===== config.mk =====
export PLATFORM = sky130hd
export DESIGN_NAME = nand_prog_monitor
export DESIGN_NICKNAME = d
export VERILOG_FILES = /design/src/rtl/nand_mon_pkg.sv /design/src/rtl/nand_bus_decoder.sv /design/src/rtl/nand_seq_fsm.sv /design/src/rtl/nand_page_tracker.sv /design/src/rtl/nand_err_collect.sv /design/src/rtl/nand_prog_monitor.sv
export SDC_FILE = /design/constraint.sdc
export NUM_CORES = 2
export LEC_CHECK = 0
export CAP_MARGIN = 40
export CORE_AREA = 2 2 338 508
export DETAILED_ROUTE_END_ITERATION = 8
export DIE_AREA = 0 0 340 510
export DONT_BUFFER_PORTS = 1
export SETUP_SLACK_MARGIN = 0.3
export SYNTH_ARGS = -nofsm -noshare
export SYNTH_HDL_FRONTEND = slang
export SYNTH_SLANG_ARGS = --single-unit

===== constraint.sdc =====
create_clock -name clk -period 5.9 [get_ports clk]
set_input_delay 1.77 -clock clk [delete_from_list [all_inputs] [get_ports clk]]
set_output_delay 1.77 -clock clk [all_outputs]
set_load 0.01 [all_outputs]

===== src/rtl/nand_mon_pkg.sv =====
`timescale 1ns/1ps
package nand_mon_pkg;
  localparam logic [7:0] OP_LOAD   = 8'h80;
  localparam logic [7:0] OP_COMMIT = 8'h10;
  localparam logic [7:0] OP_STATUS = 8'h70;
  localparam logic [7:0] OP_ABORT  = 8'hFF;

  localparam int ADDR_BYTES = 5;
  localparam int COL_BYTES  = 2;

  localparam int ERR_ORDER   = 0;
  localparam int ERR_PARTIAL = 1;
  localparam int ERR_BUSY    = 2;
  localparam int ERR_SEQ     = 3;
  localparam int ERR_N       = 4;

  typedef enum logic [1:0] {
    PH_IDLE = 2'd0,
    PH_ADDR = 2'd1,
    PH_DATA = 2'd2
  } phase_t;

  // Commands tolerated while the device is busy
  function automatic logic busy_ok(input logic [7:0] op);
    return (op == OP_STATUS) || (op == OP_ABORT);
  endfunction
endpackage


===== src/rtl/nand_bus_decoder.sv =====
`timescale 1ns/1ps
module nand_bus_decoder (
  input  logic       clk,
  input  logic       rst_n,
  input  logic       cle,
  input  logic       ale,
  input  logic       we_n,
  output logic       strobe,
  output logic       cmd_ev,
  output logic       addr_ev,
  output logic       data_ev
);
  logic we_q;

  always_ff @(posedge clk) begin
    if (!rst_n) we_q <= 1'b1;
    else        we_q <= we_n;
  end

  always_comb begin
    strobe  = we_n & ~we_q;
    cmd_ev  = strobe &  cle & ~ale;
    addr_ev = strobe & ~cle &  ale;
    data_ev = strobe & ~cle & ~ale;
  end
endmodule


===== src/rtl/nand_seq_fsm.sv =====
`timescale 1ns/1ps
module nand_seq_fsm
  import nand_mon_pkg::*;
(
  input  logic        clk,
  input  logic        rst_n,
  input  logic        cmd_ev,
  input  logic        addr_ev,
  input  logic        data_ev,
  input  logic [7:0]  io,
  input  logic        rb_n,
  output logic        seq_ev,
  output logic        busy_ev,
  output logic        confirm_ev,
  output logic [23:0] row
);
  phase_t      ph_q, ph_n;
  logic [2:0]  acnt_q, acnt_n;
  logic [23:0] row_q, row_n;
  logic        got_data_q, got_data_n;

  always_comb begin
    ph_n       = ph_q;
    acnt_n     = acnt_q;
    row_n      = row_q;
    got_data_n = got_data_q;
    seq_ev     = 1'b0;
    busy_ev    = 1'b0;
    confirm_ev = 1'b0;
    if (cmd_ev) begin
      if (!rb_n && !busy_ok(io)) begin
        busy_ev = 1'b1;
      end else if (io == OP_ABORT) begin
        ph_n = PH_IDLE;
      end else if (!rb_n) begin
        // status poll while busy: no effect
      end else begin
        unique case (ph_q)
          PH_IDLE: begin
            if (io == OP_LOAD) begin
              ph_n       = PH_ADDR;
              acnt_n     = 3'd0;
              got_data_n = 1'b0;
            end else if (io == OP_COMMIT) begin
              seq_ev = 1'b1;
            end
          end
          PH_ADDR: begin
            seq_ev = 1'b1;
            ph_n   = PH_IDLE;
          end
          PH_DATA: begin
            if (io == OP_COMMIT && got_data_q) confirm_ev = 1'b1;
            else                               seq_ev     = 1'b1;
            ph_n = PH_IDLE;
          end
          default: ph_n = PH_IDLE;
        endcase
      end
    end else if (addr_ev) begin
      unique case (ph_q)
        PH_ADDR: begin
          unique case (acnt_q)
            3'd2:    row_n[7:0]   = io;
            3'd3:    row_n[15:8]  = io;
            3'd4:    row_n[23:16] = io;
            default: ;
          endcase
          acnt_n = acnt_q + 3'd1;
          if (acnt_q == 3'(ADDR_BYTES - 1)) ph_n = PH_DATA;
        end
        PH_DATA: begin
          seq_ev = 1'b1;
          ph_n   = PH_IDLE;
        end
        default: ;
      endcase
    end else if (data_ev) begin
      unique case (ph_q)
        PH_ADDR: begin
          seq_ev = 1'b1;
          ph_n   = PH_IDLE;
        end
        PH_DATA: got_data_n = 1'b1;
        default: ;
      endcase
    end
  end

  always_ff @(posedge clk) begin
    if (!rst_n) begin
      ph_q       <= PH_IDLE;
      acnt_q     <= 3'd0;
      row_q      <= 24'd0;
      got_data_q <= 1'b0;
    end else begin
      ph_q       <= ph_n;
      acnt_q     <= acnt_n;
      row_q      <= row_n;
      got_data_q <= got_data_n;
    end
  end

  assign row = row_q;
endmodule


===== src/rtl/nand_page_tracker.sv =====
`timescale 1ns/1ps
module nand_page_tracker #(
  parameter int PAGE_W      = 6,
  parameter int BLK_W       = 3,
  parameter int MAX_PARTIAL = 4
) (
  input  logic              clk,
  input  logic              rst_n,
  input  logic              confirm_ev,
  input  logic [23:0]       row,
  input  logic              erase_done,
  input  logic [BLK_W-1:0]  erase_blk,
  output logic              order_ev,
  output logic              partial_ev
);
  localparam int NBLK  = 1 << BLK_W;
  localparam int NPG   = 1 << PAGE_W;
  localparam int CNT_W = $clog2(MAX_PARTIAL + 1);
  localparam int ROW_W = PAGE_W + BLK_W;

  function automatic logic [PAGE_W-1:0] page_of(input logic [23:0] r);
    return r[PAGE_W-1:0];
  endfunction

  function automatic logic [BLK_W-1:0] block_of(input logic [23:0] r);
    return r[PAGE_W +: BLK_W];
  endfunction

  logic [NBLK-1:0][PAGE_W-1:0]    last_all;
  logic [NBLK-1:0]                vld_all;
  logic [NBLK*NPG-1:0][CNT_W-1:0] cnt_all;

  logic [PAGE_W-1:0] pg;
  logic [BLK_W-1:0]  blk;
  logic [CNT_W-1:0]  cur_cnt;
  logic              order_bad, full, accept;
  logic              unused_row_hi;

  assign unused_row_hi = ^row[23:ROW_W];

  always_comb begin
    pg         = page_of(row);
    blk        = block_of(row);
    cur_cnt    = cnt_all[{blk, pg}];
    order_bad  = vld_all[blk] && (pg < last_all[blk]);
    full       = cur_cnt >= CNT_W'(MAX_PARTIAL);
    order_ev   = confirm_ev & order_bad;
    partial_ev = confirm_ev & ~order_bad & full;
    accept     = confirm_ev & ~order_bad & ~full;
  end

  for (genvar b = 0; b < NBLK; b++) begin : g_blk
    logic              hit, wipe, vld_q;
    logic [PAGE_W-1:0] last_q;

    assign hit  = accept && (blk == BLK_W'(b));
    assign wipe = erase_done && (erase_blk == BLK_W'(b));

    always_ff @(posedge clk) begin
      if (!rst_n) begin
        vld_q  <= 1'b0;
        last_q <= '0;
      end else if (wipe) begin
        vld_q  <= 1'b0;
        last_q <= '0;
      end else if (hit) begin
        vld_q  <= 1'b1;
        last_q <= pg;
      end
    end

    assign vld_all[b]  = vld_q;
    assign last_all[b] = last_q;

    for (genvar p = 0; p < NPG; p++) begin : g_pg
      logic [CNT_W-1:0] cnt_q;
      always_ff @(posedge clk) begin
        if (!rst_n)                          cnt_q <= '0;
        else if (wipe)                       cnt_q <= '0;
        else if (hit && pg == PAGE_W'(p))    cnt_q <= cnt_q + CNT_W'(1);
      end
      assign cnt_all[b*NPG + p] = cnt_q;
    end
  end
endmodule


===== src/rtl/nand_err_collect.sv =====
`timescale 1ns/1ps
module nand_err_collect #(
  parameter int N = 4
) (
  input  logic         clk,
  input  logic         rst_n,
  input  logic         err_clr,
  input  logic [N-1:0] ev,
  output logic [N-1:0] pulse,
  output logic [N-1:0] sticky
);
  always_ff @(posedge clk) begin
    if (!rst_n) begin
      pulse  <= '0;
      sticky <= '0;
    end else begin
      pulse  <= ev;
      sticky <= err_clr ? ev : (sticky | ev);
    end
  end
endmodule


===== src/rtl/nand_prog_monitor.sv =====
`timescale 1ns/1ps
module nand_prog_monitor
  import nand_mon_pkg::*;
#(
  parameter int PAGE_W      = 6,
  parameter int BLK_W       = 3,
  parameter int MAX_PARTIAL = 4
) (
  input  logic             clk,
  input  logic             rst_n,
  input  logic             cle,
  input  logic             ale,
  input  logic             we_n,
  input  logic [7:0]       io,
  input  logic             rb_n,
  input  logic             erase_done,
  input  logic [BLK_W-1:0] erase_blk,
  input  logic             err_clr,
  output logic [3:0]       err_pulse,
  output logic [3:0]       err_sticky
);
  logic        wr_evt, cmd_ev, addr_ev, data_ev;
  logic        seq_ev, busy_ev, confirm_ev, order_ev, partial_ev;
  logic [23:0] row;
  logic [ERR_N-1:0] ev_vec;

  nand_bus_decoder u_dec (
    .clk(clk), .rst_n(rst_n), .cle(cle), .ale(ale), .we_n(we_n),
    .strobe(wr_evt), .cmd_ev(cmd_ev), .addr_ev(addr_ev), .data_ev(data_ev)
  );

  nand_seq_fsm u_seq (
    .clk(clk), .rst_n(rst_n), .cmd_ev(cmd_ev), .addr_ev(addr_ev),
    .data_ev(data_ev), .io(io), .rb_n(rb_n), .seq_ev(seq_ev),
    .busy_ev(busy_ev), .confirm_ev(confirm_ev), .row(row)
  );

  nand_page_tracker #(.PAGE_W(PAGE_W), .BLK_W(BLK_W), .MAX_PARTIAL(MAX_PARTIAL)) u_trk (
    .clk(clk), .rst_n(rst_n), .confirm_ev(confirm_ev), .row(row),
    .erase_done(erase_done), .erase_blk(erase_blk),
    .order_ev(order_ev), .partial_ev(partial_ev)
  );

  always_comb begin
    ev_vec              = '0;
    ev_vec[ERR_ORDER]   = order_ev;
    ev_vec[ERR_PARTIAL] = partial_ev;
    ev_vec[ERR_BUSY]    = busy_ev;
    ev_vec[ERR_SEQ]     = seq_ev;
  end

  nand_err_collect #(.N(ERR_N)) u_err (
    .clk(clk), .rst_n(rst_n), .err_clr(err_clr), .ev(ev_vec),
    .pulse(err_pulse), .sticky(err_sticky)
  );
endmodule


==> impl_summary.txt <==
----------------------------------------------------
[Status]
  Run status ... completed

[Logic synthesis]
  Prevailing post-synth register cell ... sky130_fd_sc_hd__dfxtp_1
  Share of flip-flops with an asynchronous set or reset after synthesis ... 0
  Cell area after synthesis ... 75610 um^2
  Area contributors post-synth ... sky130_fd_sc_hd__dfxtp_1 43%, sky130_fd_sc_hd__ha_1 8.6%, sky130_fd_sc_hd__mux2i_1 7.6%, sky130_fd_sc_hd__nand2_1 7.0%, sky130_fd_sc_hd__nor2_1 3.7%
  Average cell area after synthesis ... 9.154 um^2
  Synthesized netlist net count ... 8799
  Count of different cell masters after synthesis ... 63
  Gate count of the mapped netlist ... 8259
  Post-synth EDFFs ... 0
  YS warnings ... 0
  Portion of synthesized cell area occupied by the leading cell type ... 0.4279
  Count of state elements after synthesis ... 1616
  Portion of the post-synthesis area used by sequential elements ... 0.4279
  Cell taking the most area after synthesis ... sky130_fd_sc_hd__dfxtp_1

[Placed design]
  # port buffers ... 0
  Pre-CTS setup slack ... 1003 ps
  Last weighted congestion value of the routability-driven placer ... 0.8399
  Placed insts ... 10064
  Detailed Place HPWL ... 138400 um
  Placed cell areas ... 78390 um^2

[Global route]
  Grt ovf ... 0
  Total routing usage reported by global routing ... 0.2402
  Via count of the first global-routing pass ... 58678
  Initial antenna violation count ... 1
  Pin count of the biggest net entering global routing ... 170
  Met3 global-route usage ... 0.03185
  Global-route wire length before repair ... 330600 um
  GR met2 Demand/Resource ... 0.4363
  GR Layer Usage met1 ... 0.2754
  Most Used Layer, Global Route ... met2

[STA]
  Highest achievable clock rate ... 0.2076 GHz
  Slew at the pin closest to its max-slew limit ... 1031 ps
  Fin Setup TNS ... 0 ps
  Max-slew violation count ... 0
  Count of endpoints failing hold in the final timing report ... 0
  Crit share post-route ... 0.8163
  Clock Skew ... 40.40 ps
  Post-layout min period ... 4816 ps
  RSZ-0062 raised after global routing ... no
  Worst-case hold slack ... 448.9 ps
  Setup WS post-layout ... 1084 ps
  Relative slew slack ... 0.3130
  Total setup violations reported at the end of the flow ... 0

[Clock tree]
  Count of H-tree levels built during CTS ... 4
  Setup fix buffers added after clock tree synthesis ... 0
  Post-CTS Resized ... 0
  Number of buffers inserted by hold repair at cts ... 0
  TritonCTS Buffers ... 155
  TritonCTS clock tree ... built
  Clock Path Buffers ... 3
  Root Driver ... sky130_fd_sc_hd__clkbuf_16
  Clock sink total ... 1616
  Latest clock arrival within the worst-skew pair ... 820 ps
  CTS clock-pin slew for the worst setup and hold paths ... 70 ps

[Finish]
  Count of non-filler cells in the finished layout ... 10343
  Fill count ... 15502
  Area used by multi-input combinational logic ... 40680 um^2
  Number of nets in the finished design ... 8517
  Footprint of the flip-flops and latches ... 32360 um^2
  Final standard cell utilization of the core ... 0.4955
  Fraction of layout cells with a size suffix above 1 ... 0.1042
  Growth of design area from synthesis to finish ... 10.58%
  Summed area of non-filler cells in the final layout ... 83610 um^2

[Route]
  Mean number of vias per cell ... 5.736
  Number of DRC violations after detailed-routing iteration 0 ... 3372
  Remaining routing DRC violations ... 0
  Vias ... 59329
  Detail-routed net length per standard cell ... 20.44 um
  Number of iterations in the first detailed-routing pass ... 6
  Sum of routed wire length over all layers ... 211400 um
  ANT nets after route ... 0

[Critical path]
  Setup Crit Path Kind ... register to register
  CP endpoint kind ... register
  Worst reg2reg path startpoint ... u_seq.row[3]
  Crit-path max FO ... 110
  WP data required ... 6630 ps
  Setup crit start ... u_seq.row[3]
  Critical Path AT ... 5550 ps
  CP Launch Type ... register

[Floorplan]
  Area of the die ... 173400 um^2
  Die W ... 340 um
  Boundary pin count ... 27
  Floorplan core area ... 168700 um^2
  Number of cell rows ... 185
  Effective utilization at floorplan ... 0.4481
  Die extent in y ... 510 um

[Flow run]
  Max capacitance violation total ... 0

[Power]
  Power density over the cells ... 258.5 nW/um^2
  Peak supply drop ... 0.2162 mV
  Static Leak ... 29.59 nW
  Total power draw ... 21.62 mW

[Min path]
  Start point of the worst hold path ... u_trk.g_blk[6].vld_q
  Worst hold path type ... register to register

----------------------------------------------------
area by class of cell:
type | count | area share
sequential | 1616 | 0.3871
clock buffer | 249 | 0.05806
multi-input combinational | 5966 | 0.4866
tap | 2244 | 0.03358
timing repair buffer | 225 | 0.02980
inverter | 13 | 0.0005836
clock inverter | 29 | 0.004280
antenna | 1 | 0.00002993
layout by cell type (no fill, tap or decap), drive strengths merged, types with 5 or more instances in the layout:
| cell | synthesis | layout |
|---|---|---|
| dfxtp | 1616 | 1616 |
| nand2 | 1400 | 1400 |
| nor2 | 767 | 767 |
| mux2i | 572 | 572 |
| a21oi | 542 | 542 |
| ha | 521 | 521 |
| o31ai | 294 | 294 |
| clkbuf | 455 | 249 |
| nand3 | 239 | 239 |
| nand2b | 235 | 235 |
| buf | 209 | 225 |
| o21ai | 205 | 205 |
| nor4 | 198 | 198 |
| a31oi | 133 | 133 |
| xnor2 | 128 | 128 |
| nor3 | 123 | 123 |
| mux4 | 100 | 100 |
| xor2 | 100 | 100 |
| or3 | 75 | 75 |
| a41oi | 67 | 67 |
| nand4 | 66 | 66 |
| a22oi | 44 | 44 |
| or4 | 43 | 43 |
| nor4b | 24 | 24 |
| clkinv | 1 | 20 |
| inv | 12 | 15 |
| nor2b | 12 | 12 |
| and2 | 11 | 11 |
| a221oi | 10 | 10 |
| bufinv | 0 | 7 |
| or2 | 6 | 6 |
| nand3b | 5 | 5 |
synthesized netlist by cell type, types with 5 or more instances:
library cell and instances:
sky130_fd_sc_hd__dfxtp_1 1616, sky130_fd_sc_hd__nand2_1 1400, sky130_fd_sc_hd__nor2_1 749, sky130_fd_sc_hd__mux2i_1 572
sky130_fd_sc_hd__a21oi_1 542, sky130_fd_sc_hd__ha_1 521, sky130_fd_sc_hd__clkbuf_1 454, sky130_fd_sc_hd__o31ai_1 294
sky130_fd_sc_hd__nand3_1 238, sky130_fd_sc_hd__nand2b_1 235, sky130_fd_sc_hd__nor4_2 192, sky130_fd_sc_hd__buf_2 136
sky130_fd_sc_hd__a31oi_1 132, sky130_fd_sc_hd__xnor2_1 128, sky130_fd_sc_hd__nor3_1 123, sky130_fd_sc_hd__o21ai_0 122
sky130_fd_sc_hd__mux4_2 100, sky130_fd_sc_hd__xor2_1 100, sky130_fd_sc_hd__o21ai_1 83, sky130_fd_sc_hd__or3_1 75
sky130_fd_sc_hd__a41oi_1 67, sky130_fd_sc_hd__nand4_1 65, sky130_fd_sc_hd__buf_1 53, sky130_fd_sc_hd__a22oi_1 44
sky130_fd_sc_hd__or4_1 43, sky130_fd_sc_hd__nor4b_2 23, sky130_fd_sc_hd__nor2_4 16, sky130_fd_sc_hd__buf_4 14
sky130_fd_sc_hd__inv_1 12, sky130_fd_sc_hd__nor2b_1 12, sky130_fd_sc_hd__and2_1 11, sky130_fd_sc_hd__a221oi_1 10
sky130_fd_sc_hd__buf_6 6, sky130_fd_sc_hd__nor4_1 6, sky130_fd_sc_hd__nand3b_1 5, sky130_fd_sc_hd__or2_2 5
state kept, by name, indices dropped and copies added, names as in the netlist:
name / count
u_dec.we_q: 1
u_seq.ph_q: 2
u_err.sticky: 4
u_seq.acnt_q: 3
u_seq.got_data_q: 1
u_trk.g_blk.g_pg.cnt_q: 1536
u_trk.g_blk.last_q: 48
u_trk.g_blk.vld_q: 8
u_seq.row: 9
u_err.pulse: 4
power by group:
group	switching [mW]	internal, mW
Sequential	0.000338	10.9
Combinational	0.331	0.0765
Clock	4.37	5.93
Total	4.70	16.9
layer usage:
layer	part of all wire	wire, um
met5	0	0
met4	0.050	10670
met3	0.042	8804
met2	0.50	106300
met1	0.41	85630
critical path: stages, from the launching register on:
cell and delay [ps]:
sky130_fd_sc_hd__dfxtp_4 720, sky130_fd_sc_hd__buf_4 280, sky130_fd_sc_hd__mux4_2 540, sky130_fd_sc_hd__mux4_2 570, sky130_fd_sc_hd__o22ai_1 360, sky130_fd_sc_hd__nor3_1 100, sky130_fd_sc_hd__a31oi_2 330, sky130_fd_sc_hd__nand3_4 330
sky130_fd_sc_hd__buf_12 310, sky130_fd_sc_hd__nor4_2 600, sky130_fd_sc_hd__mux2i_1 250
worst paths after layout:
| check | slack (ps) | endpoint | cells past startpoint |
|---|---|---|---|
| hold / removal | 450 | u_trk.g_blk[6].vld_q | 2 |
| hold reg to reg | 450 | u_trk.g_blk[6].vld_q | 2 |
| setup reg to reg | 1080 | u_trk.g_blk[1].g_pg[4].cnt_q[0] | 10 |
| setup / recovery | 1080 | u_trk.g_blk[1].g_pg[4].cnt_q[0] | 10 |
logic make-up (layout without fill, tap and decap cells):
logic type	Yosys count	count (layout)	synth area share
buf+inv	677	516	0.03717
xor+xnor	228	228	0.02641
compound gates	1323	1323	0.1060
fa+ha+maj	521	521	0.08622
flops	1616	1616	0.4279
simple gates	3218	3218	0.2102
mux	676	676	0.1061
other cells	0	1	0
No activity file was read; power rests on OpenSTA's default activity.
